`src/rtl/pscl_timer_pkg.sv`:
```
package pscl_timer_pkg;
  localparam int DATA_W = 32;
  localparam int ADDR_W = 8;

  // control word bit positions (software-visible)
  localparam int CB_EN = 0;
  localparam int CB_RS = 1;
  localparam int CB_LD = 2;
  localparam int CB_IE = 3;
  localparam int CB_IP = 4;
  localparam int CB_CH = 5;
  localparam int CB_DH = 6;
  localparam int CTL_W = 7;

  // word slot inside a 16-byte block
  typedef enum logic [1:0] {
    SLOT_A = 2'd0,   // global: prescaler value / timer: counter
    SLOT_B = 2'd1,   // global: prescaler reload / timer: reload
    SLOT_C = 2'd2,   // global: config / timer: control
    SLOT_X = 2'd3
  } slot_e;

  typedef struct packed {
    logic dh;
    logic ch;
    logic ip;
    logic ie;
    logic rs;
    logic en;
  } ctl_t;
endpackage

```
`src/rtl/pscl_prescaler.sv`:
```
module pscl_prescaler #(
  parameter int PRE_W = 16
) (
  input  logic             clk,
  input  logic             rst,
  input  logic             val_we,
  input  logic             rld_we,
  input  logic [PRE_W-1:0] wdata,
  output logic [PRE_W-1:0] val,
  output logic [PRE_W-1:0] rld,
  output logic             tick
);
  // tick is issued in the cycle the down-counter sits at zero
  assign tick = (val == '0);

  always_ff @(posedge clk) begin
    if (rst) begin
      val <= '0;
      rld <= '0;
    end else begin
      if (rld_we) rld <= wdata;
      if (val_we)      val <= wdata;
      else if (tick)   val <= rld;
      else             val <= val - 1'b1;
    end
  end
endmodule

```
`src/rtl/pscl_timer_chan.sv`:
```
module pscl_timer_chan
  import pscl_timer_pkg::*;
#(
  parameter int CNT_W = 16
) (
  input  logic             clk,
  input  logic             rst,
  input  logic             tick,
  input  logic             cnt_we,
  input  logic             rld_we,
  input  logic             ctl_we,
  input  logic [CNT_W-1:0] wdata,
  input  logic [CTL_W-1:0] wctl,
  output logic [CNT_W-1:0] cnt,
  output logic [CNT_W-1:0] rld,
  output ctl_t             ctl,
  output logic             fire
);
  logic uflow;
  assign uflow = tick & ctl.en & (cnt == '0);

  always_ff @(posedge clk) begin
    if (rst) begin
      cnt  <= '0;
      rld  <= '0;
      ctl  <= '0;
      fire <= 1'b0;
    end else begin
      // counter: bus write, then load, then count
      if (cnt_we)                    cnt <= wdata;
      else if (ctl_we && wctl[CB_LD]) cnt <= rld;
      else if (tick && ctl.en) begin
        if (cnt != '0)   cnt <= cnt - 1'b1;
        else if (ctl.rs) cnt <= rld;
      end

      if (rld_we) rld <= wdata;

      // control fields
      if (ctl_we) begin
        ctl.en <= wctl[CB_EN];
        ctl.rs <= wctl[CB_RS];
        ctl.ie <= wctl[CB_IE];
        ctl.ch <= wctl[CB_CH];
        ctl.dh <= wctl[CB_DH];
        if (wctl[CB_IP]) ctl.ip <= 1'b0;
      end else if (uflow && !ctl.rs) begin
        ctl.en <= 1'b0;
      end

      // underflow event takes priority over a clearing write
      if (uflow && ctl.ie) ctl.ip <= 1'b1;
      fire <= uflow & ctl.ie;
    end
  end
endmodule

```
`src/rtl/pscl_timer_bank.sv`:
```
module pscl_timer_bank
  import pscl_timer_pkg::*;
#(
  parameter int N_TMR     = 3,
  parameter int CNT_W     = 16,
  parameter int PRE_W     = 16,
  parameter int IRQ_BASE  = 5,
  parameter bit SEP_IRQ   = 1'b1,
  parameter bit NO_FREEZE = 1'b0,
  parameter int N_IRQ     = 32
) (
  input  logic              clk,
  input  logic              rst,
  input  logic              psel,
  input  logic              penable,
  input  logic              pwrite,
  input  logic [ADDR_W-1:0] paddr,
  input  logic [DATA_W-1:0] pwdata,
  output logic [DATA_W-1:0] prdata,
  output logic              pready,
  output logic [N_IRQ-1:0]  irq
);
  localparam int LAST_LINE = SEP_IRQ ? IRQ_BASE + N_TMR - 1 : IRQ_BASE;
  localparam logic [DATA_W-1:0] CFG_WORD =
    {22'd0, NO_FREEZE, SEP_IRQ, 5'(IRQ_BASE), 3'(N_TMR)};

  initial begin
    if (N_TMR < 1 || N_TMR > 7)      $error("N_TMR must be 1..7");
    if (LAST_LINE >= N_IRQ)          $error("interrupt line out of range");
    if (CNT_W > DATA_W || PRE_W > DATA_W) $error("width too large");
  end

  // ---------------- bus decode ----------------
  logic [3:0] blk;
  slot_e      slot;
  logic       wr_cyc, rd_setup;
  assign blk      = paddr[7:4];
  assign slot     = slot_e'(paddr[3:2]);
  assign wr_cyc   = psel & penable & pwrite & (paddr[1:0] == 2'b00);
  assign rd_setup = psel & ~penable & ~pwrite;
  assign pready   = 1'b1;

  logic pre_val_we, pre_rld_we, tick;
  logic [PRE_W-1:0] pre_val, pre_rld;
  assign pre_val_we = wr_cyc & (blk == 4'd0) & (slot == SLOT_A);
  assign pre_rld_we = wr_cyc & (blk == 4'd0) & (slot == SLOT_B);

  pscl_prescaler #(.PRE_W(PRE_W)) u_pre (
    .clk    (clk),
    .rst    (rst),
    .val_we (pre_val_we),
    .rld_we (pre_rld_we),
    .wdata  (pwdata[PRE_W-1:0]),
    .val    (pre_val),
    .rld    (pre_rld),
    .tick   (tick)
  );

  // ---------------- timer channels ----------------
  logic [CNT_W-1:0] cnt_a [N_TMR];
  logic [CNT_W-1:0] rld_a [N_TMR];
  ctl_t             ctl_a [N_TMR];
  logic [N_TMR-1:0] fire_v, cnt_we_v, rld_we_v, ctl_we_v;
  logic [N_TMR-1:0] en_v, rs_v, ie_v, ip_v;

  for (genvar g = 0; g < N_TMR; g++) begin : g_chan
    logic hit;
    assign hit         = wr_cyc & (blk == 4'(g + 1));
    assign cnt_we_v[g] = hit & (slot == SLOT_A);
    assign rld_we_v[g] = hit & (slot == SLOT_B);
    assign ctl_we_v[g] = hit & (slot == SLOT_C);
    assign en_v[g]     = ctl_a[g].en;
    assign rs_v[g]     = ctl_a[g].rs;
    assign ie_v[g]     = ctl_a[g].ie;
    assign ip_v[g]     = ctl_a[g].ip;

    pscl_timer_chan #(.CNT_W(CNT_W)) u_chan (
      .clk    (clk),
      .rst    (rst),
      .tick   (tick),
      .cnt_we (cnt_we_v[g]),
      .rld_we (rld_we_v[g]),
      .ctl_we (ctl_we_v[g]),
      .wdata  (pwdata[CNT_W-1:0]),
      .wctl   (pwdata[CTL_W-1:0]),
      .cnt    (cnt_a[g]),
      .rld    (rld_a[g]),
      .ctl    (ctl_a[g]),
      .fire   (fire_v[g])
    );
  end

  // ---------------- read path ----------------
  logic [DATA_W-1:0] rd_mux;
  always_comb begin
    rd_mux = '0;
    if (blk == 4'd0) begin
      case (slot)
        SLOT_A:  rd_mux = DATA_W'(pre_val);
        SLOT_B:  rd_mux = DATA_W'(pre_rld);
        SLOT_C:  rd_mux = CFG_WORD;
        default: rd_mux = '0;
      endcase
    end
    for (int i = 0; i < N_TMR; i++) begin
      if (blk == 4'(i + 1)) begin
        case (slot)
          SLOT_A:  rd_mux = DATA_W'(cnt_a[i]);
          SLOT_B:  rd_mux = DATA_W'(rld_a[i]);
          SLOT_C:  rd_mux = DATA_W'({ctl_a[i].dh, ctl_a[i].ch, ctl_a[i].ip,
                                     ctl_a[i].ie, 1'b0, ctl_a[i].rs, ctl_a[i].en});
          default: rd_mux = '0;
        endcase
      end
    end
  end

  always_ff @(posedge clk) begin
    if (rst)           prdata <= '0;
    else if (rd_setup) prdata <= rd_mux;
  end

  // ---------------- interrupt routing ----------------
  always_comb begin
    irq = '0;
    for (int i = 0; i < N_TMR; i++) begin
      if (SEP_IRQ) irq[IRQ_BASE + i] = irq[IRQ_BASE + i] | fire_v[i];
      else         irq[IRQ_BASE]     = irq[IRQ_BASE] | fire_v[i];
    end
  end
endmodule

```
`config.mk`:
```
export PLATFORM = sky130hd
export DESIGN_NAME = pscl_timer_bank
export DESIGN_NICKNAME = d
export VERILOG_FILES = /design/src/rtl/pscl_timer_pkg.sv /design/src/rtl/pscl_prescaler.sv /design/src/rtl/pscl_timer_chan.sv /design/src/rtl/pscl_timer_bank.sv
export SDC_FILE = /design/constraint.sdc
export NUM_CORES = 1
export LEC_CHECK = 0
export CAP_MARGIN = 5
export CORE_MARGIN = 8
export CORE_UTILIZATION = 52
export DETAILED_ROUTE_END_ITERATION = 8
export GPL_TIMING_DRIVEN = 0
export PLACE_DENSITY = 0.73
export SYNTH_ARGS = -nofsm -noshare
export SYNTH_HDL_FRONTEND = slang
export SYNTH_SLANG_ARGS = --single-unit
export TNS_END_PERCENT = 50
```
`constraint.sdc`:
```
create_clock -name clk -period 2.7 [get_ports clk]
set_input_delay 0.675 -clock clk [delete_from_list [all_inputs] [get_ports clk]]
set_output_delay 0.675 -clock clk [all_outputs]
set_load 0.02 [all_outputs]
```
==> results of run 1 <==
## flip-flops by register name, summed over array words and instances (netlist names)
name	flops
g_chan.u_chan.cnt	48
g_chan.u_chan.rld	48
g_chan.u_chan.ctl	18
prdata	16
u_pre.rld	16
u_pre.val	16
g_chan.u_chan.fire	3
## cell families after synthesis
logic type               after synthesis  synth area share
multiplexers                         114            0.1147
adder cells (fa/ha/maj)                8          0.009957
buffers and inverters                181           0.08674
XOR/XNOR                              29           0.02526
other                                  2         0.0007470
AND/OR/NAND/NOR                      495            0.2366
AO/OA/AOI/OAI                        314            0.1974
flip-flops                           165            0.3286
## layout by cell type, fill, tap and decap left out, types with 6 or more instances in the layout
cell and count:
mux2i_1 104, ha_1 7, nand4_1 6, a22oi_1 7
a211oi_1 9, nor4_1 14, clkbuf_2 16, clkdlybuf4s50_1 29
dfxtp_1 163, o211ai_1 37, xor2_1 10, clkbuf_16 17
and2_1 6, conb_1 46, buf_4 83, o221ai_1 7
nor4_4 6, inv_1 12, or4_1 10, nor3_1 35
o21ai_0 66, mux2_2 10, a21oi_1 99, and3_1 7
nand2_1 178, nand3_1 55, or3_1 14, nor2_1 102
buf_1 6, xnor2_1 19, o22ai_1 20, a31oi_1 9
a311oi_1 6, clkbuf_1 70, buf_2 9, o211a_1 10
## critical path: cells and delay by family (launching register included)
family / cells / cell delay [ps]
simple gates: 3 / 1390
flops: 1 / 370
buf+inv: 2 / 390
compound gates: 2 / 350
## layout make-up
class / instances / area, sq um / share of cell area
clock buffer: 21 / 460.4 / 0.03821
inverter: 14 / 55.05 / 0.004569
tap: 265 / 331.6 / 0.02752
timing repair buffer: 63 / 586.8 / 0.04870
sequential: 165 / 3308 / 0.2746
clock inverter: 10 / 97.59 / 0.008100
buffer: 158 / 849.6 / 0.07051
multi-input combinational: 1006 / 6360 / 0.5278
## metal layers
layer / up-vias / share of wire / wire, um / GRT usage
met5: - / 0 / 0 / 0
met4: 0 / 0.051 / 2052 / 0.1722
met3: 112 / 0.12 / 4810 / 0.08017
met2: 728 / 0.43 / 17070 / 0.4821
met1: 5097 / 0.40 / 15970 / 0.4251
li1: 4852 / - / - / -
## path summary, 6_finish.rpt
kind	end	cells after the start
worst max-delay path	u_pre.val[0]	7
worst min-delay path	g_chan[1].u_chan.ctl[4]	2
worst max register to register	u_pre.val[0]	7
worst min register to register	g_chan[1].u_chan.ctl[4]	2
## power by group through the flow
stage	Combinational [W]	Clock, W	Sequential (W)
floorplan	0.00116	0	0.00270
CTS	0.00167	0.00237	0.00268
detailed placement	0.00156	0	0.00273
global route	0.00189	0.00248	0.00271
global placement	0.00153	0	0.00272
finish	0.00178	0.00240	0.00270
## repair_timing
item                       4_1_cts  5_1_grt
pin swaps                        7       10
setup endpoints to repair      152      126
gates resized for setup         86       39
buffers inserted                15       14
## through the flow
stage	power (W)	cell area, sq um
floorplan	0.003860	10230
global placement	0.004250	10900
detailed placement	0.004286	10910
CTS	0.006726	11830
global route	0.007080	12050
finish	0.006886	12050
==> flow_summary.yaml, run 1 <==
route:
  wirelength_mm: 39.90
  ant_nets: 0
  vias: 10790
  wl_per_cell_um: 23.44
  drc: 0
  via_per_inst: 6.339
  drt_pass1_iterations: 5
  dr.first_iter.drc_count: 1461
power:
  vdd_drop_max_mv: 0.4760
  p_int_w: 0.004617
  power_frac_comb: 0.259
  seqPwrFrac: 0.393
  p_switching_w: 0.002269
  power_density_nw_per_um2: 571.5
  swShare: 0.3295
  p_clk_frac: 0.348
  power_leakage_nw: 4.876
sta:
  finalClockSkew_ps: 12.52
  hold_viol_final: 0
  maxSlewViolCount: 0
  timing.final.crit_share: 0.9811
  fin_crit_ps: 2649
  fmax_mhz: 377.5
  fin_hold_ws_ps: 463.2
  tns_ps: 0
  tightest_slew_ps: 1007
  slew_headroom: 0.3228
  setup_slack_ps: 50.90
  final-setup-viol-count: 0
yosys:
  async_reset_ff_frac: 0
  synth_area_sq_um: 10050
  synth_top_area_share: 0.3286
  synth_seq_area_share: 0.3286
  synth_edf_count: 0
  yosysMostFrequentCell: "nand2_1"
  ys_ff_latch: 165
  yosys.area.top_type: "dfxtp_1"
  synth_cell_types: 70
  yosysWarnings: 0
  synthCells: 1308
  synth_area_per_cell_sq_um: 7.686
  synth.area.top_cells: "dfxtp_1 33%, mux2i_1 10%, nand2_1 6.8%"
  ys.flop_type: "dfxtp_1"
  synthTopCellsByCount: "183 x nand2_1, 165 x dfxtp_1, 104 x mux2i_1, 104 x nor2_1"
placement:
  post-place-ws_ps: -1320
  dpl.hpwl_mm: 28.27
  placed_cells: 1651
  place_congestion: 1.053
  portBuffers: 34
die:
  start_util: 0.5234
  io_pins: 110
  die_h_um: 155.0
  dieArea_sq_um: 24040
  chipWidth_um: 155.0
  rows: 51
  core_sq_um: 19210
run:
  drv_cap: 0
clocking:
  cts_root_buffer: "clkbuf_16"
  cts_buffers: 17
  htree_num_levels: 4
  ctsHoldBuffers: 0
  insertion_delay_ps: 440
  clockBufferDepth: 2
  cts_num_sinks: 165
  cts_tree: "yes"
  path_clk_slew_ps: 70
critical_path:
  arrival_ps: 2940
  critPathLaunchType: "flop"
  required_ps: 2990
  worstPathCellList: "or4_4 > or3_4 > or3_1 > buf_4 > buf_4 > o211ai_1 > a21oi_1"
  path_max_fanout: 10
  cpPeakStageDelay_ps: 600
  crit_type: "reg2reg"
  regToRegSetupSlack_ps: 50
  cpMaxStageDelayCell: "or4_4"
  path_common_cell: "buf_4"
  reg2reg_from: "u_pre.val[7]"
  critPathLaunch: "u_pre.val[7]"
  endpoint_kind: "flop"
cells_and_area:
  fill_cells: 1774
  final_cells: 1702
  fin_nets: 1478
  antenna_cells: 0
  drive_gt1_frac: 0.1468
  syn_to_final_growth_pct: 19.85
  fin_util: 0.6273
global_route:
  gr-total-overflow: 0
  grt_pass1_wl_mm: 59.62
  grt_pass1_vias: 9811
  grt.total_usage: 0.3239
  grt_start_max_net_pins: 17
  antenna_found_initial: 0
hold_path:
  hp-class: "reg2reg"
  worstHoldStart: "g_chan[1].u_chan.ctl[4]"
status:
  status: "completed"
(Power assumes the default switching activity.)
==> run 2: changes to the inputs <==
Settings changed: CTS_CLUSTER_SIZE from default to 40.
==> results of run 2 <==
The final DEF is identical to that of run 1; final timing and power are the same.
==> run 3: changes to the inputs <==
Settings changed: CAP_MARGIN 5 to default, SETUP_SLACK_MARGIN from default to 0.15.
Clock period 2.7 ns to 2.4 ns, I/O delays scaled along.
==> flow_summary.yaml, run 3 (synthesized netlist as in run 1, its figures left out) <==
status:
  status: "complete, but fails checks"
  violations: "negative setup slack"
route:
  dr.first_iter.drc_count: 1671
  drt_pass1_iterations: 8
  wirelength_mm: 41.48
  wl_per_cell_um: 23.81
  vias: 11120
  drc: 0
  ant_nets: 0
  via_per_inst: 6.381
critical_path:
  worstPathCellList: "inv_2 > ha_1 > or4b_4 > buf_6 > nor4_4 > buf_6 > o211ai_1 > and2_4 > or4_4 > a31oi_1"
  crit_family: "simple AND/OR/NAND/NOR gates"
  critPathLaunchType: "flop"
  required_ps: 2750
  path_common_cell: "buf_6"
  crit_type: "reg2reg"
  cpPeakStageDelay_ps: 450
  arrival_ps: 2950
  endpoint_kind: "flop"
  cpMaxStageDelayCell: "or4b_4"
  crit_buf_inv: 3
  path_max_fanout: 4
global_route:
  gr-usage-met1: 0.4201
  grt_use_met2: 0.4970
  grt_pass1_wl_mm: 60.52
  gr-total-overflow: 0
  busiest_layer: "met2"
  grt_start_max_net_pins: 17
  grt.total_usage: 0.3286
  antenna_found_initial: 0
  grt_pass1_vias: 10180
  use_met3: 0.08904
power:
  vdd_drop_max_mv: 0.5584
  power_density_nw_per_um2: 646.6
  power_leakage_nw: 5.349
  finalPower_w: 0.008436
sta:
  rsz0062_at_grt: "true"
  hold_viol_final: 0
  fmax_mhz: 385.4
  fin_crit_ps: 2595
  finalClockSkew_ps: 11.88
  slew_headroom: 0.3162
  tightest_slew_ps: 1026
  setup_slack_ps: -194.7
  maxSlewViolCount: 0
  timing.final.crit_share: 1.081
  fin_hold_ws_ps: 462.0
  final-setup-viol-count: 46
clocking:
  clockBufferDepth: 2
  insertion_delay_ps: 440
  cts_buffers: 17
  cts_num_sinks: 165
  htree_num_levels: 4
  cts_tree: "yes"
  path_clk_slew_ps: 60
  cts_root_buffer: "clkbuf_16"
  ctsHoldBuffers: 0
die:
  dieArea_sq_um: 24040
  start_util: 0.5234
  io_pins: 110
  rows: 51
  chipWidth_um: 155.0
  die_h_um: 155.0
  core_sq_um: 19210
cells_and_area:
  largestRegisters: "g_chan.u_chan.cnt x48, g_chan.u_chan.rld x48, g_chan.u_chan.ctl x18"
  drive_gt1_frac: 0.2214
  syn_to_final_growth_pct: 29.78
  mostFrequentLayoutCell: "nand2_1"
  fin_nets: 1521
  final_cell_mix: "173 x nand2_1, 155 x dfxtp_1, 104 x mux2i_1"
  antenna_cells: 0
placement:
  dpl.hpwl_mm: 27.85
  portBuffers: 34
  place_congestion: 1.011
hold_path:
  hp-class: "reg2reg"
run:
  drv_cap: 0
## run 3: path summary, 6_finish.rpt
path / start / endpoint / slack, ps / cells after the start
hold reg to reg: g_chan[1].u_chan.ctl[4] / g_chan[1].u_chan.ctl[4] / 460 / 2
hold / removal: g_chan[1].u_chan.ctl[4] / g_chan[1].u_chan.ctl[4] / 460 / 2
setup / recovery: u_pre.val[0] / g_chan[2].u_chan.cnt[9] / -190 / 10
setup reg to reg: u_pre.val[0] / g_chan[2].u_chan.cnt[9] / -190 / 10
## run 3: repair_timing
action / in CTS / in global routing
resized for setup: 184 / 73
pin swaps: 38 / 45
endpoints found under the setup margin: 159 / 131
setup buffers: 38 / 18
endpoints found under the hold margin: 0 / 0
gates cloned: 4 / 4
## run 3: per-layer routing
layer  vias to the layer above  share of wire
met3                       174           0.13
met1                      5219           0.39
met4                         0          0.056
li1                       4930              -
met5                         -              0
met2                       792           0.43
## run 3: power breakdown
part	total [W]	switching, W	internal [W]	leakage [nW]
Sequential	0.00302	0.000154	0.00287	1.34
Combinational	0.00245	0.00132	0.00113	3.72
Clock	0.00296	0.00118	0.00178	0.294
## run 3: through the flow
stage | TNS, ps | setup slack [ps] | area, sq um | util | instances
floorplan | -1920 | -98.96 | 10360 | - | 1352
global placement | -136400 | -1284 | 11030 | 0.5744 | 1651
detailed placement | -137020 | -1319 | 11030 | 0.5744 | 1651
CTS | -930.9 | -105.4 | 12610 | 0.6565 | 1720
global route | -7105 | -277.0 | 13050 | 0.6793 | 1742
finish | -3407 | -194.7 | 13050 | 0.6793 | 1742
## run 3: cell type report
type                            count  area, sq um
Inverter                           14        52.55
Timing Repair Buffer               97        899.6
Multi-Input combinational cell   1007         6673
Tap cell                          265        331.6
Clock buffer                       20        456.7
Buffer                            166         1164
Clock inverter                      8        150.1
Fill cell                        1584         6160
Sequential cell                   165         3321
## run 3: worst register-to-register path, cell delays in order (launching register included)
cell and delay, ps:
dfxtp_2 330, inv_2 60, ha_1 130, or4b_4 450
buf_6 140, nor4_4 280, buf_6 190, o211ai_1 180
and2_4 200, or4_4 420, a31oi_1 140
